### src/rtl/gpio_iso_pkg.sv
package gpio_iso_pkg;
  localparam int unsigned ADDR_DATA = 0;
  localparam int unsigned ADDR_DIR  = 1;

  typedef enum logic [1:0] {
    SRC_NONE,
    SRC_PINVIEW,
    SRC_LATCH,
    SRC_DIR
  } rd_src_e;
endpackage

### src/rtl/gpio_in_sync.sv
module gpio_in_sync #(
  parameter int unsigned WIDTH  = 4,
  parameter int unsigned STAGES = 2
) (
  input  logic             clk,
  input  logic             rst,
  input  logic [WIDTH-1:0] async_i,
  output logic [WIDTH-1:0] sync_o
);
  logic [WIDTH-1:0] stage_q [STAGES];

  always_ff @(posedge clk) begin
    if (rst) stage_q[0] <= '0;
    else     stage_q[0] <= async_i;
  end

  for (genvar s = 1; s < STAGES; s++) begin : g_stage
    always_ff @(posedge clk) begin
      if (rst) stage_q[s] <= '0;
      else     stage_q[s] <= stage_q[s-1];
    end
  end

  assign sync_o = stage_q[STAGES-1];
endmodule

### src/rtl/gpio_reg_bank.sv
module gpio_reg_bank
  import gpio_iso_pkg::*;
#(
  parameter int unsigned NUM_PINS = 4,
  parameter int unsigned DATA_W   = 8,
  parameter int unsigned ADDR_W   = 2
) (
  input  logic                clk,
  input  logic                rst,
  input  logic [ADDR_W-1:0]   addr_i,
  input  logic                wr_i,
  input  logic                rd_i,
  input  logic                rmw_i,
  input  logic [DATA_W-1:0]   wdata_i,
  output logic [DATA_W-1:0]   rdata_o,
  input  logic [NUM_PINS-1:0] pin_val_i,
  output logic [NUM_PINS-1:0] dir_o,
  output logic [NUM_PINS-1:0] latch_o
);
  logic [NUM_PINS-1:0] dir_q;
  logic [NUM_PINS-1:0] latch_q;
  logic [NUM_PINS-1:0] pin_view;
  logic [NUM_PINS-1:0] rd_val;
  logic [DATA_W-1:0]   rdata_q;
  logic                hit_data;
  logic                hit_dir;
  rd_src_e             rd_src;

  assign hit_data = (addr_i == ADDR_W'(ADDR_DATA));
  assign hit_dir  = (addr_i == ADDR_W'(ADDR_DIR));

  always_ff @(posedge clk) begin
    if (rst) begin
      dir_q   <= '0;
      latch_q <= '0;
    end else if (wr_i) begin
      if (hit_dir)  dir_q   <= wdata_i[NUM_PINS-1:0];
      if (hit_data) latch_q <= wdata_i[NUM_PINS-1:0];
    end
  end

  // per-pin mix: output pins show their latch, input pins their pad
  for (genvar p = 0; p < NUM_PINS; p++) begin : g_view
    assign pin_view[p] = dir_q[p] ? latch_q[p] : pin_val_i[p];
  end

  always_comb begin
    rd_src = SRC_NONE;
    if (rd_i) begin
      if (hit_data)     rd_src = rmw_i ? SRC_LATCH : SRC_PINVIEW;
      else if (hit_dir) rd_src = SRC_DIR;
    end
  end

  always_comb begin
    unique case (rd_src)
      SRC_PINVIEW: rd_val = pin_view;
      SRC_LATCH:   rd_val = latch_q;
      SRC_DIR:     rd_val = dir_q;
      default:     rd_val = '0;
    endcase
  end

  always_ff @(posedge clk) begin
    if (rst) rdata_q <= '0;
    else     rdata_q <= DATA_W'(rd_val);
  end

  assign rdata_o = rdata_q;
  assign dir_o   = dir_q;
  assign latch_o = latch_q;
endmodule

### src/rtl/gpio_pad_drive.sv
module gpio_pad_drive #(
  parameter int unsigned NUM_PINS = 4
) (
  input  logic                clk,
  input  logic                rst,
  input  logic [NUM_PINS-1:0] dir_i,
  input  logic [NUM_PINS-1:0] latch_i,
  input  logic [NUM_PINS-1:0] alt_sel_i,
  input  logic                isolate_i,
  output logic [NUM_PINS-1:0] oe_o,
  output logic [NUM_PINS-1:0] out_o
);
  logic [NUM_PINS-1:0] oe_d;
  logic [NUM_PINS-1:0] oe_q;
  logic [NUM_PINS-1:0] out_q;

  for (genvar p = 0; p < NUM_PINS; p++) begin : g_pin
    assign oe_d[p] = dir_i[p] & ~alt_sel_i[p] & ~isolate_i;
  end

  always_ff @(posedge clk) begin
    if (rst) begin
      oe_q  <= '0;
      out_q <= '0;
    end else begin
      oe_q  <= oe_d;
      out_q <= latch_i & oe_d;
    end
  end

  assign oe_o  = oe_q;
  assign out_o = out_q;
endmodule

### src/rtl/gpio_iso_port.sv
module gpio_iso_port #(
  parameter int unsigned NUM_PINS    = 4,
  parameter int unsigned DATA_W      = 8,
  parameter int unsigned ADDR_W      = 2,
  parameter int unsigned SYNC_STAGES = 2
) (
  input  logic                clk,
  input  logic                rst,
  input  logic [ADDR_W-1:0]   reg_addr_i,
  input  logic                reg_wr_i,
  input  logic                reg_rd_i,
  input  logic                reg_rmw_i,
  input  logic [DATA_W-1:0]   reg_wdata_i,
  output logic [DATA_W-1:0]   reg_rdata_o,
  input  logic [NUM_PINS-1:0] pad_in_i,
  output logic [NUM_PINS-1:0] pad_oe_o,
  output logic [NUM_PINS-1:0] pad_out_o,
  input  logic [NUM_PINS-1:0] alt_sel_i,
  input  logic                standby_i,
  input  logic                iso_en_i
);
  logic                isolate;
  logic [NUM_PINS-1:0] pad_sync;
  logic [NUM_PINS-1:0] pin_val;
  logic [NUM_PINS-1:0] dir;
  logic [NUM_PINS-1:0] latch;

  assign isolate = standby_i & iso_en_i;
  // clamp internal input values low while isolated
  assign pin_val = pad_sync & ~{NUM_PINS{isolate}};

  gpio_in_sync #(.WIDTH(NUM_PINS), .STAGES(SYNC_STAGES)) u_sync (
    .clk     (clk),
    .rst     (rst),
    .async_i (pad_in_i),
    .sync_o  (pad_sync)
  );

  gpio_reg_bank #(.NUM_PINS(NUM_PINS), .DATA_W(DATA_W), .ADDR_W(ADDR_W)) u_regs (
    .clk       (clk),
    .rst       (rst),
    .addr_i    (reg_addr_i),
    .wr_i      (reg_wr_i),
    .rd_i      (reg_rd_i),
    .rmw_i     (reg_rmw_i),
    .wdata_i   (reg_wdata_i),
    .rdata_o   (reg_rdata_o),
    .pin_val_i (pin_val),
    .dir_o     (dir),
    .latch_o   (latch)
  );

  gpio_pad_drive #(.NUM_PINS(NUM_PINS)) u_drive (
    .clk       (clk),
    .rst       (rst),
    .dir_i     (dir),
    .latch_i   (latch),
    .alt_sel_i (alt_sel_i),
    .isolate_i (isolate),
    .oe_o      (pad_oe_o),
    .out_o     (pad_out_o)
  );
endmodule

### config.mk
export PLATFORM = sky130hd
export DESIGN_NAME = gpio_iso_port
export DESIGN_NICKNAME = d
export VERILOG_FILES = /design/src/rtl/gpio_iso_pkg.sv /design/src/rtl/gpio_in_sync.sv /design/src/rtl/gpio_reg_bank.sv /design/src/rtl/gpio_pad_drive.sv /design/src/rtl/gpio_iso_port.sv
export SDC_FILE = /design/constraint.sdc
export NUM_CORES = 1
export LEC_CHECK = 0
export ABC_CLOCK_PERIOD_IN_PS = 2160
export BUFFER_PORTS_ARGS = -buffer_cell sky130_fd_sc_hd__buf_2
export CORE_ASPECT_RATIO = 0.6
export CORE_MARGIN = 8
export CORE_UTILIZATION = 45
export CTS_CLUSTER_SIZE = 30
export DETAILED_ROUTE_END_ITERATION = 16
export GPL_ROUTABILITY_DRIVEN = 0
export HOLD_SLACK_MARGIN = 0.06
export PLACE_DENSITY = 0.77
export SLEW_MARGIN = 40
export SYNTH_ARGS = -nofsm -noshare
export SYNTH_HDL_FRONTEND = slang
export SYNTH_SLANG_ARGS = --single-unit
### constraint.sdc
create_clock -name clk -period 2.16 [get_ports clk]
set_input_delay 0 -clock clk [delete_from_list [all_inputs] [get_ports clk]]
set_output_delay 0 -clock clk [all_outputs]
set_load 0.005 [all_outputs]
==> results of run 1 <==
## metrics by stage
stage | setup slack (ns) | std cells | hold WS, ns
2_1_floorplan | 1.40 | 88 | 0.0716
3_3_place_gp | 1.24 | 144 | 0.176
3_5_place_dp | 1.20 | 144 | 0.175
4_1_cts | 0.931 | 170 | 0.0602
5_1_grt | 0.854 | 170 | 0.0620
6_report | 0.911 | 170 | 0.0712
## Yosys cell counts
cell type	instances	share of area (%)
a211oi_2	1	1.3
a21o_1	1	0.77
a21oi_1	4	2.0
and2_1	4	2.6
buf_4	4	3.1
buf_6	1	1.1
clkbuf_1	1	0.38
conb_1	1	0.38
dfxtp_1	28	57
mux2i_1	8	8.2
nand3b_1	5	3.8
nor2_1	8	3.1
nor2b_1	9	5.7
nor3b_2	4	5.1
nor3b_4	1	1.9
o22ai_1	4	2.6
or3b_1	1	0.89
## where the power goes
group	switching (mW)	total [mW]	internal (mW)
clock network	0.141	0.244	0.103
registers	0.00633	0.537	0.530
logic	0.0396	0.0971	0.0575
## kinds of logic (layout without fill, tap and decap cells)
group	Yosys count	count (layout)	synth area share, %
AOI/OAI and AO/OA	10	10	6.63
buffers and inverters	6	58	4.59
DFF	28	28	57.1
muxes	8	8	8.16
other	1	4	0.382
and+or+nand+nor	32	32	23.1
## final timing paths
| path | from | end | slack, ns | cells past startpoint |
|---|---|---|---|---|
| setup / recovery | rst | u_sync.stage_q[0][0]$_SDFF_PP0_ | 0.91 | 4 |
| setup reg to reg | u_regs.dir_o[0]$_SDFFE_PP0P_ | u_regs.dir_o[0]$_SDFFE_PP0P_ | 0.97 | 3 |
| hold / removal | reg_addr_i[1] | u_regs.rdata_o[3]$_SDFF_PP0_ | 0.07 | 3 |
| hold reg to reg | u_sync.stage_q[0][2]$_SDFF_PP0_ | u_sync.stage_q[1][2]$_SDFF_PP0_ | 0.46 | 1 |
## worst max-delay path: stages
cell and delay (ns):
dlygate4sd3_1 0.52, buf_2 0.29, nor2b_1 0.09, dlygate4sd3_1 0.57
## per-layer routing
| layer | GRT usage, % | vias up | part of all wire [%] |
|---|---|---|---|
| met5 | 0 | - | 0 |
| met4 | 3.80 | 0 | 0.89 |
| met3 | 6.70 | 4 | 9.6 |
| met2 | 20.5 | 25 | 49 |
| met1 | 12.5 | 361 | 41 |
| li1 | - | 396 | - |
## state kept, by name (all words and copies together), names as in the netlist
register / count
u_regs.latch_o: 4
u_regs.rdata_o: 4
u_drive.out_o: 4
u_drive.oe_o: 4
u_regs.dir_o: 4
u_sync.stage_q: 8
## timing repair
action / in CTS / in global routing
endpoints found under the hold margin: 27 / 0
hold buffers: 22 / 0
setup endpoints to repair: 0 / 0
## layout make-up
class                           count  area [um^2]
Sequential cell                    28          561
Tap cell                           30         37.5
Timing Repair Buffer               54          380
Fill cell                         186          713
Clock buffer                        4         36.3
Multi-Input combinational cell     54          387
==> reports/metrics.cfg, run 1 <==
[setup_path]
cp-start-kind=input pin
cp_data_required_time_ns=2.38
worstPathMaxFanout=18
worstPathArrival_ns=1.47
criticalPathCategory=in2reg
crit_end_element=flip-flop

[cts]
clock-root-buffer=clkbuf_4
clock-sinks=28
postcts_resize_cnt=0
postCtsSetupRepairBufs=0
clk-insertion-delay-late_ns=0.32
clkSlewWorstSetupHoldPaths_ns=0.13
max-clock-path-buffers=2
cts_made_buffers=3
htreeDepth=1
cts_tree=yes

[final_layout]
layout_net_count=166
finish.instance_area_um2=1400
antennaDiodeCount=0
utilization_pct=66.3
layout_common_cells=buf_2 (32), dfxtp_1 (28), dlygate4sd3_1 (22), nor2b_1 (9)
final_layout_size_suffix_gt1_share_pct=30.0
final_common_cell=buf_2
flow.area_growth_from_synthesis_pct=42.9

[timing]
timing_max_transition_violations_final=0
fin_crit_ns=1.25
final_min_period_over_clock_period_pct=57.8
tns_ns=0
report.final.hold_viol_count=0
finalSetupViolations=0
worst_clock_skew_ns=0.00141
max_clock_freq_ghz=0.801
rsz0062_at_grt=no

[floorplan]
num_io_pins=41
die_area_um2=3980
placementRows=13
fp.dieH_um=52.2
dieWidth_um=76.3
area_of_the_core_um2=2110
initial_core_util_pct=46.4

[synthesis]
yosys.cell_types.count=17
avgSynthCellArea_um2=11.5
ys_ff_latch=28
post_synthesis_sequential_area_ratio_pct=57.1
mappedNetlistArea_um2=981
syn_inst=85
synthesis.yosys.warnings=0

[global_routing]
grt_pass1_vias=841
grt_antenna_before_repair=0
grt_max_degree=19
grt_usage_pct=11.9
grt_overflow=0
grt_pass1_wl_um=3750

[routing]
wirelength_um=2240
drt-initial-drc-count=56
routed_via_density=4.62
drc=0
ant_nets=0
vias_post_dr=786
wl_per_cell_um=13.2
first_pass_iters=4

[pwr]
power_per_cell_area_nw_per_um2=626
design_power_total_uw=877
p_leak_nw=0.635
ir_drop_uv=457

[placed_design]
cell_area_placed_um2=1140
dp_hpwl_um=1590
port_buffers=32

[outcome]
outcome=finished clean

[run]
max_cap_violations=0

[hold_path]
worstHoldPathType=in2reg

(Power assumes the default switching activity.)
==> run 2, diff against run 1 <==
- ABC_CLOCK_PERIOD_IN_PS: 2160 -> 1100
- CORE_UTILIZATION: 45 -> 41
- PLACE_DENSITY: 0.77 -> 0.74
- clock period: 2.16 -> 1.1 ns (I/O delays scaled with it)
==> reports/metrics.cfg, run 2 (same netlist as run 1, synthesis figures left out) <==
[final_layout]
largest-register=u_sync.stage_q  ; unchanged
final_common_cell=buf_2  ; unchanged
final_layout_size_suffix_gt1_share_pct=32.6  ; was 30.0%
antennaDiodeCount=0  ; unchanged
layout_common_cells=buf_2 (32), dfxtp_1 (28), dlygate4sd3_1 (14)  ; was buf_2 (32), dfxtp_1 (28), dlygate4sd3_1 (22), nor2b_1 (9)
flow.area_growth_from_synthesis_pct=36.2  ; was 42.9%
num-fill-cells=191  ; was 186
largest_register_ffs=8  ; unchanged
layout_net_count=159  ; was 166
area.sequential_um2=561  ; unchanged
area_of_the_multi_input_gates_um2=389  ; was 387 um^2
finish.instance_area_um2=1340  ; was 1400 um^2
utilization_pct=60.4  ; was 66.3%

[cts]
max-clock-path-buffers=2  ; unchanged
clock-sinks=28  ; unchanged
htreeDepth=1  ; unchanged
clock-root-buffer=clkbuf_8  ; was clkbuf_4
clkSlewWorstSetupHoldPaths_ns=0.08  ; was 0.13 ns
clk-insertion-delay-late_ns=0.27  ; was 0.32 ns
cts_made_buffers=3  ; unchanged
postCtsSetupRepairBufs=0  ; unchanged
cts_tree=yes  ; unchanged

[routing]
drc=0  ; unchanged
ant_nets=0  ; unchanged
routed_via_density=4.59  ; was 4.62
vias_post_dr=743  ; was 786
first_pass_iters=4  ; unchanged
wl_per_cell_um=13.0  ; was 13.2 um
drt-initial-drc-count=18  ; was 56
wirelength_um=2110  ; was 2240 um

[placed_design]
dp_hpwl_um=1570  ; was 1590 um
cell_area_placed_um2=1150  ; was 1140 um^2
place_worst_setup_slack_ns=0.196  ; was 1.20 ns
port_buffers=32  ; unchanged

[hold_path]
worstHoldPathType=in2reg  ; unchanged

[timing]
timing_max_transition_violations_final=0  ; unchanged
final_min_period_over_clock_period_pct=92.8
rsz0062_at_grt=no  ; unchanged
setup_ws_ns=0.0794  ; was 0.911 ns
max_clock_freq_ghz=0.980
fin_crit_ns=1.02
tns_ns=0  ; unchanged
worst_clock_skew_ns=0.00197  ; was 0.00141 ns
finalSetupViolations=0  ; unchanged
report.final.hold_viol_count=0  ; unchanged
finalHoldWorstSlack_ns=0.0932  ; was 0.0712 ns

[setup_path]
worstPathArrival_ns=1.22  ; was 1.47 ns
worstPathCellList=dlygate4sd3_1 > buf_2 > a211oi_2 > nand3b_1 > a21oi_1  ; was dlygate4sd3_1 > buf_2 > nor2b_1 > dlygate4sd3_1
worstPathMaxFanout=4  ; was 18
crit_end_element=flip-flop  ; unchanged
cp_top_family=buffers and inverters  ; unchanged
critical-path-slowest-cell=dlygate4sd3_1  ; unchanged
cp-start-kind=input pin  ; unchanged
critical_path_buf_inv_count=2  ; was 3
cp_data_required_time_ns=1.30  ; was 2.38 ns
cp_slowest_stage_delay_ns=0.54  ; was 0.57 ns
criticalPathCategory=in2reg  ; unchanged

[pwr]
p_sw_uw=364  ; was 186 uW
ir_drop_uv=741  ; was 457 uV
p_leak_nw=0.598  ; was 0.635 nW
power_report.internal_total_mw=1.38  ; was 691 uW
power_per_cell_area_nw_per_um2=1310  ; was 626 nW/um^2
power.share.clock_pct=29.9  ; was 27.8%
swShare_pct=20.8  ; was 21.2%
combPwrFrac_pct=9.9  ; was 11.1%
pwr-share-seq_pct=60.2  ; was 61.2%

[global_routing]
grt_usage_pct=10.8  ; was 11.9%
grt_overflow=0  ; unchanged
grt_max_degree=15  ; was 19
grt_pass1_vias=757  ; was 841
grt_antenna_before_repair=0  ; unchanged
grt_pass1_wl_um=3460  ; was 3750 um

[floorplan]
num_io_pins=41  ; unchanged
area_of_the_core_um2=2210  ; was 2110 um^2
initial_core_util_pct=44.3  ; was 46.4%
dieWidth_um=79.1  ; was 76.3 um
die_area_um2=4270  ; was 3980 um^2
placementRows=13  ; unchanged
fp.dieH_um=53.9  ; was 52.2 um

[outcome]
outcome=finished clean  ; unchanged

[run]
max_cap_violations=0  ; unchanged

-- run 2: cell types whose count changed in the layout (fill, tap and decap cells not counted) --
cell           change
buf_4              +1
clkbuf_4           -3
clkbuf_8           +2
dlygate4sd3_1      -8
nor2b_1            -1
nor2b_2            +1
-- run 2: power groups by stage --
stage	Sequential, mW	Clock (mW)	Combinational, mW
after global placement	1.08	0	0.130
after floorplan	1.07	0	0.0831
final	1.05	0.523	0.172
after global routing	1.06	0.579	0.192
after CTS	1.05	0.554	0.172
after detailed placement	1.08	0	0.133
-- run 2: worst paths after layout --
check                                                      from                         endpoint  slack [ns]  depth (start not counted)
worst min register to register  u_sync.stage_q[0][0]$_SDFF_PP0_  u_sync.stage_q[1][0]$_SDFF_PP0_        0.44                          1
worst max register to register     u_regs.dir_o[0]$_SDFFE_PP0P_      u_drive.out_o[0]$_SDFF_PP0_        0.33                          2
worst min-delay path                                   iso_en_i     u_regs.rdata_o[3]$_SDFF_PP0_        0.09                          4
worst max-delay path                                  reg_rmw_i     u_regs.rdata_o[0]$_SDFF_PP0_        0.08                          5
-- run 2: worst min-delay path: cells and delay by family --
kind	cells	cell delay, ns
buffers and inverters	1	0.10
AND/OR/NAND/NOR	1	0.07
AO/OA/AOI/OAI	2	0.15
-- run 2: cell type report --
type                            instances  share of cell area [%]
Timing Repair Buffer                   47                    23.0
Tap cell                               30                    2.81
Sequential cell                        28                    41.9
Multi-Input combinational cell         54                    29.1
Clock buffer                            3                    3.09
-- run 2: per-stage QoR --
step           cells  power, mW
2_1_floorplan     88       1.16
3_3_place_gp     145       1.21
3_5_place_dp     145       1.21
4_1_cts          162       1.78
5_1_grt          162       1.83
6_report         162       1.75
-- run 2: timing repair --
| item | CTS | global route |
|---|---|---|
| gates resized for setup | 0 | 1 |
| hold buffers | 14 | 0 |
| endpoints found under the setup margin | 0 | 2 |
| hold endpoints to repair | 22 | 0 |
-- run 2: metal layers --
metal / GRT usage [%] / vias up / share of wire (%)
li1: - / 377 / -
met1: 11.9 / 339 / 41
met2: 18.2 / 23 / 49
met3: 5.15 / 4 / 9.6
met4: 3.96 / 0 / 1.0
met5: 0 / - / 0
